`src/rtl/gpio_edge_pkg.sv`:
```
package gpio_edge_pkg;

  // word index (byte address bits [4:2]) of each register
  typedef enum logic [2:0] {
    SEL_DIR  = 3'd0,
    SEL_OPEN = 3'd1,
    SEL_DATA = 3'd2,
    SEL_EVT  = 3'd3,
    SEL_MASK = 3'd4,
    SEL_EDGE = 3'd5,
    SEL_IBE  = 3'd6,
    SEL_NONE = 3'd7
  } regSel_e;

  // strobes passed from the decode to the datapath
  typedef struct packed {
    logic    wrDir;
    logic    wrData;
    logic    wrEvt;
    logic    wrMask;
    logic    wrEdge;
    logic    wrIbe;
    logic    rdEn;
    regSel_e rdSel;
  } busStrobe_t;

endpackage

```
`src/rtl/gpio_edge_decode.sv`:
```
module gpio_edge_decode
  import gpio_edge_pkg::*;
#(
  parameter int ADDR_W = 5
) (
  input  logic [ADDR_W-1:0] busAddr,
  input  logic              busWrite,
  input  logic              busRead,
  output busStrobe_t        strobe
);

  localparam int IDX_W = ADDR_W - 2;
  localparam int NUM_WORDS = 7;

  logic [IDX_W-1:0] wordIdx;
  logic             inMap;
  regSel_e          sel;

  assign wordIdx = busAddr[ADDR_W-1:2];
  assign inMap   = (int'(wordIdx) < NUM_WORDS);

  always_comb begin
    sel = SEL_NONE;
    if (inMap) sel = regSel_e'(wordIdx[2:0]);
  end

  always_comb begin
    strobe        = '0;
    strobe.wrDir  = busWrite && (sel == SEL_DIR);
    strobe.wrData = busWrite && (sel == SEL_DATA);
    strobe.wrEvt  = busWrite && (sel == SEL_EVT);
    strobe.wrMask = busWrite && (sel == SEL_MASK);
    strobe.wrEdge = busWrite && (sel == SEL_EDGE);
    strobe.wrIbe  = busWrite && (sel == SEL_IBE);
    strobe.rdEn   = busRead;
    strobe.rdSel  = sel;
  end

endmodule

```
`src/rtl/gpio_edge_datapath.sv`:
```
module gpio_edge_datapath
  import gpio_edge_pkg::*;
#(
  parameter int NUM_LINES   = 32,
  parameter int SYNC_STAGES = 2
) (
  input  logic                 clk,
  input  logic                 rstN,
  input  busStrobe_t           strobe,
  input  logic [NUM_LINES-1:0] busWdata,
  input  logic [NUM_LINES-1:0] pinIn,
  output logic [NUM_LINES-1:0] pinOut,
  output logic [NUM_LINES-1:0] pinOe,
  output logic                 irq,
  output logic [NUM_LINES-1:0] busRdata
);

  localparam int TOP = NUM_LINES - 1;

  // all vectors below are in register bit order (line n at bit TOP-n)
  logic [TOP:0] dirReg, dataReg, evtReg, maskReg, edgeReg, ibeReg;
  logic [TOP:0] pinRegOrder;
  logic [TOP:0] syncPipe [SYNC_STAGES];
  logic [TOP:0] sampled, prevSample;
  logic [TOP:0] eligible, rise, fall, edgeHit, clrMask, evtNext, dataView;

  // line n <-> register bit TOP-n
  for (genvar n = 0; n < NUM_LINES; n++) begin : g_lineMap
    assign pinRegOrder[TOP-n] = pinIn[n];
    assign pinOe[n]           = dirReg[TOP-n];
    assign pinOut[n]          = dataReg[TOP-n];
  end

  always_ff @(posedge clk) begin
    if (!rstN) begin
      for (int s = 0; s < SYNC_STAGES; s++) syncPipe[s] <= '0;
      prevSample <= '0;
    end else begin
      syncPipe[0] <= pinRegOrder;
      for (int s = 1; s < SYNC_STAGES; s++) syncPipe[s] <= syncPipe[s-1];
      prevSample <= sampled;
    end
  end

  assign sampled  = syncPipe[SYNC_STAGES-1];
  assign eligible = ~dirReg & ibeReg;
  assign rise     = sampled & ~prevSample;
  assign fall     = ~sampled & prevSample;
  assign edgeHit  = eligible & ((rise & ~edgeReg) | fall);
  assign clrMask  = strobe.wrEvt ? busWdata : '0;
  assign evtNext  = (evtReg & ~clrMask) | edgeHit;
  assign dataView = (dataReg & dirReg) | (sampled & eligible);

  always_ff @(posedge clk) begin
    if (!rstN) begin
      dirReg  <= '0;
      dataReg <= '0;
      evtReg  <= '0;
      maskReg <= '0;
      edgeReg <= '0;
      ibeReg  <= '0;
    end else begin
      if (strobe.wrDir)  dirReg  <= busWdata;
      if (strobe.wrData) dataReg <= busWdata;
      if (strobe.wrMask) maskReg <= busWdata;
      if (strobe.wrEdge) edgeReg <= busWdata;
      if (strobe.wrIbe)  ibeReg  <= busWdata;
      evtReg <= evtNext;
    end
  end

  always_ff @(posedge clk) begin
    if (!rstN) begin
      busRdata <= '0;
    end else if (strobe.rdEn) begin
      unique case (strobe.rdSel)
        SEL_DIR:  busRdata <= dirReg;
        SEL_DATA: busRdata <= dataView;
        SEL_EVT:  busRdata <= evtReg;
        SEL_MASK: busRdata <= maskReg;
        SEL_EDGE: busRdata <= edgeReg;
        SEL_IBE:  busRdata <= ibeReg;
        default:  busRdata <= '0;
      endcase
    end
  end

  assign irq = |(evtReg & maskReg);

  // an event bit only drops where a 1 was written to it
  a_r7_clear_needs_write: assert property (@(posedge clk) disable iff (!rstN)
    ((($past(evtReg) & ~evtReg) & ~$past(clrMask)) == '0));

  // newly latched events only on gated-in input lines
  a_r11_gated_capture: assert property (@(posedge clk) disable iff (!rstN)
    (((evtReg & ~$past(evtReg)) & ~$past(eligible)) == '0));

  // a detected edge always lands, whatever write came with it
  a_r10_edge_wins: assert property (@(posedge clk) disable iff (!rstN)
    (($past(edgeHit) & ~evtReg) == '0));

  // falling-only lines never latch on a rise
  a_r6_falling_only: assert property (@(posedge clk) disable iff (!rstN)
    (((evtReg & ~$past(evtReg)) & $past(edgeReg) & ~$past(fall)) == '0));

  // the interrupt only drops after an event clear or a mask change
  a_r8_irq_drop: assert property (@(posedge clk) disable iff (!rstN)
    $fell(irq) |-> $past(strobe.wrEvt || strobe.wrMask));

  // read data holds between read strobes
  a_r12_read_hold: assert property (@(posedge clk) disable iff (!rstN)
    !$past(strobe.rdEn) |-> $stable(busRdata));

endmodule

```
`src/rtl/gpio_edge_ctrl.sv`:
```
module gpio_edge_ctrl
  import gpio_edge_pkg::*;
#(
  parameter int NUM_LINES   = 32,
  parameter int ADDR_W      = 5,
  parameter int SYNC_STAGES = 2
) (
  input  logic                 clk,
  input  logic                 rstN,
  input  logic [ADDR_W-1:0]    busAddr,
  input  logic                 busWrite,
  input  logic                 busRead,
  input  logic [NUM_LINES-1:0] busWdata,
  output logic [NUM_LINES-1:0] busRdata,
  input  logic [NUM_LINES-1:0] pinIn,
  output logic [NUM_LINES-1:0] pinOut,
  output logic [NUM_LINES-1:0] pinOe,
  output logic                 irq
);

  busStrobe_t strobe;

  gpio_edge_decode #(.ADDR_W(ADDR_W)) u_decode (
    .busAddr  (busAddr),
    .busWrite (busWrite),
    .busRead  (busRead),
    .strobe   (strobe)
  );

  gpio_edge_datapath #(.NUM_LINES(NUM_LINES), .SYNC_STAGES(SYNC_STAGES)) u_datapath (
    .clk      (clk),
    .rstN     (rstN),
    .strobe   (strobe),
    .busWdata (busWdata),
    .pinIn    (pinIn),
    .pinOut   (pinOut),
    .pinOe    (pinOe),
    .irq      (irq),
    .busRdata (busRdata)
  );

endmodule

```
`config.mk`:
```
export PLATFORM = sky130hd
export DESIGN_NAME = gpio_edge_ctrl
export DESIGN_NICKNAME = d
export VERILOG_FILES = /design/src/rtl/gpio_edge_pkg.sv /design/src/rtl/gpio_edge_decode.sv /design/src/rtl/gpio_edge_datapath.sv /design/src/rtl/gpio_edge_ctrl.sv
export SDC_FILE = /design/constraint.sdc
export NUM_CORES = 1
export LEC_CHECK = 0
export BUFFER_PORTS_ARGS = -buffer_cell sky130_fd_sc_hd__buf_2
export CAP_MARGIN = 5
export CORE_MARGIN = 4
export CORE_UTILIZATION = 42
export DETAILED_ROUTE_END_ITERATION = 8
export SLEW_MARGIN = 0
export SYNTH_ARGS = -nofsm -noshare
export SYNTH_HDL_FRONTEND = slang
export SYNTH_HIERARCHICAL = 1
export SYNTH_SLANG_ARGS = --single-unit
export TNS_END_PERCENT = 10
```
`constraint.sdc`:
```
create_clock -name clk -period 1.9 [get_ports clk]
set_clock_uncertainty 0.05 [all_clocks]
set_input_delay 0 -clock clk [delete_from_list [all_inputs] [get_ports clk]]
set_output_delay 0 -clock clk [all_outputs]
set_load 0.005 [all_outputs]
```
==> impl_metrics.ini <==
[critical_path]
end_kind = primary output
crit_required_ps = 1850
crit_type = reg -> out
slowest_delay_ps = 600
worstPathMaxFanout = 3
startpoint_type = flip-flop
crit_chain = a22oi_2 > nand4_1 > or4_4 > buf_6
crit_path_top_delay_cell = or4_4
crit_arrival_ps = 1940
crit_family = simple AND/OR/NAND/NOR gates
cp.buffers_inverters = 1

[cts]
cts.sinks = 320
cts.path.max_buffers = 3
cts_buffers = 35
ctsRootBufferMaster = clkbuf_16
path_clk_slew_ps = 60
tritoncts = done
cts.htree.levels = 2
clock_latency_ps = 510

[logic_synthesis]
async_reset_ff_frac = 0
synth_seq_area_share = 0.474
yosys-top-cells-count = 320 x dfxtp_1, 209 x mux2i_1, 184 x nor2b_1
synth_cells = 1337
syn_area_um2 = 13500
synth_top_cell_by_area = dfxtp_1
synth.avg_cell_area_um2 = 10.1
synth_area_leaders = dfxtp_1 47%, mux2i_1 15%, nor2b_1 8.5%
ys_ff_latch = 320
synth_ff_type = dfxtp_1
synth_cell_types = 47
synth_edf_count = 0
yosysMostFrequentCell = dfxtp_1
synth_top_area_frac = 0.474
syn_nets = 1410
yosysWarnings = 6

[floorplan]
die_w_um = 187
io_pins = 170
start_util = 0.428
coreArea_um2 = 31600
rows = 65
die_y_um = 187
die_area_um2 = 35100

[run]
drv_cap = 0

[sta]
final_max_slew_viol_count = 0
tightest_slew_ps = 1180
setup_tns_ps = -87.6
post-route-min-period_ps = 1990
hold_viol_final = 0
fin_ws_ps = -87.6
finalSetupViolCount = 1
slew_headroom = 0.214
rsz0062_at_grt = yes
fin_crit_sh = 1.05
fmaxAchievable_mhz = 503
whs_ps = 68.5

[grt]
grt_pass1_wl_mm = 61.2
grt_pass1_vias = 10400
antenna_found_initial = 3
grt_use_met1 = 0.308
grt_max_degree = 242
grt_use_met2 = 0.343
gr-usage-all-layers = 0.217
busiest_layer = met2
grt-ovfl-total = 0
met3_usage = 0.0370

[drt]
drt-total-wl_mm = 39.8
wire_per_inst_um = 20.1
drt_pass1_iterations = 6
final_antenna_net_count = 0
vias = 10725
route.detailed.drc = 0
drt_iter0_drc = 924
vias_per_cell = 5.43

[place]
gp_congestion = 0.866
hpwl_mm = 25.9
io_buffers = 167
dp.cells = 1848
placed_area_um2 = 14900

[cells_and_area]
area.growth.synth_to_final_pct = 23.7
final_area_um2 = 16700
drive_gt1_frac = 0.186
fin_cells = 1976
final_nets = 1623

[power]
seqPwrFrac = 0.477
pwr-share-clk = 0.446
internal_power_uw = 11300
p_total_uw = 14700
p_leak_uw = 0.00601
vdd_drop_max_uv = 721
pwr-share-comb = 0.077
power_switching_uw = 3420
swShare = 0.232
power.density_nw_per_um2 = 880

[status]
status = complete, but fails checks
violations = setup timing

[worst_hold_path]
hold_path.class = in -> reg
## final cells by class
class                      count  area [um^2]
fill                        2867        14900
multi-input combinational    921         6760
sequential                   320         6420
timing repair buffer         270         1940
clock buffer                  46          977
tap                          402          503
clock inverter                13          125
inverter                       2         7.51
antenna                        2         5.00
## path summary, 6_finish.rpt
| check | from | endpoint | slack (ps) | cells after the start |
|---|---|---|---|---|
| max reg2reg | u_datapath/dirReg[29] | u_datapath/busRdata[29] | 540 | 4 |
| min reg2reg | u_datapath/syncPipe[0][28] | u_datapath/syncPipe[0][60] | 380 | 1 |
| min | busRead | u_datapath/busRdata[23] | 70 | 4 |
| max | u_datapath/evtReg[31] | irq | -90 | 4 |
## cell usage in the layout (no fill, tap or decap), drive strengths merged, types with 2 or more instances in the layout
| master | count |
|---|---|
| o211ai | 30 |
| buf | 204 |
| bufinv | 2 |
| nor3 | 3 |
| a32oi | 10 |
| a221oi | 18 |
| nor3b | 31 |
| a222oi | 10 |
| and4b | 3 |
| dlygate4sd3 | 66 |
| a221o | 7 |
| mux2i | 209 |
| o21a | 42 |
| clkbuf | 46 |
| and4bb | 2 |
| o2bb2ai | 17 |
| a2bb2oi | 10 |
| nor2 | 34 |
| and2 | 100 |
| nand2 | 49 |
| clkinv | 9 |
| a21boi | 32 |
| o21ai | 51 |
| diode | 2 |
| nand4 | 4 |
| a22oi | 16 |
| nand3b | 3 |
| dfxtp | 320 |
| a21oi | 43 |
| mux2 | 2 |
| nor2b | 185 |
| inv | 3 |
## metal layers
metal  vias to the layer above  share of wire
li1                       5171              -
met1                      5094           0.46
met3                        73          0.064
met4                         2          0.024
met5                         -        0.00018
met2                       385           0.45
## state kept, by name, indices dropped and copies added, names as in the netlist
name	count
u_datapath/evtReg	32
u_datapath/ibeReg	32
u_datapath/prevSample	32
u_datapath/dirReg	32
u_datapath/busRdata	32
u_datapath/maskReg	32
u_datapath/edgeReg	32
u_datapath/syncPipe	64
u_datapath/dataReg	32
## power groups by stage
stage                     Combinational, uW  Clock (uW)  Sequential [uW]
after floorplan                         618           0             7120
after global placement                 1010           0             7170
after detailed placement               1030           0             7170
after CTS                              1130        6710             7020
after global routing                   1230        6990             7040
final                                  1140        6570             7020
## cells by family after synthesis
group,Yosys count,synth area share
compound gates,290,0.152
buf+inv,96,0.0327
flops,320,0.474
mux,211,0.156
simple gates,420,0.185
## tightest hold or removal path: cells and delay by family
| family | cells | cell delay, ps |
|---|---|---|
| compound gates | 2 | 180 |
| buf+inv | 1 | 210 |
| simple gates | 1 | 180 |
## what timing repair did
action	4_1_cts	5_1_grt
hold buffers	66	0
endpoints found under the hold margin	225	0
buffers inserted	1	0
endpoints found under the setup margin	1	2
pin swaps	6	5
resized for setup	17	6
## stage by stage
stage	util	setup WS, ps
floorplan	-	549
global placement	0.470	207
detailed placement	0.470	184
CTS	0.528	-87.6
global route	0.529	-109
finish	0.529	-87.6
Power figures use the tool's default switching activity.
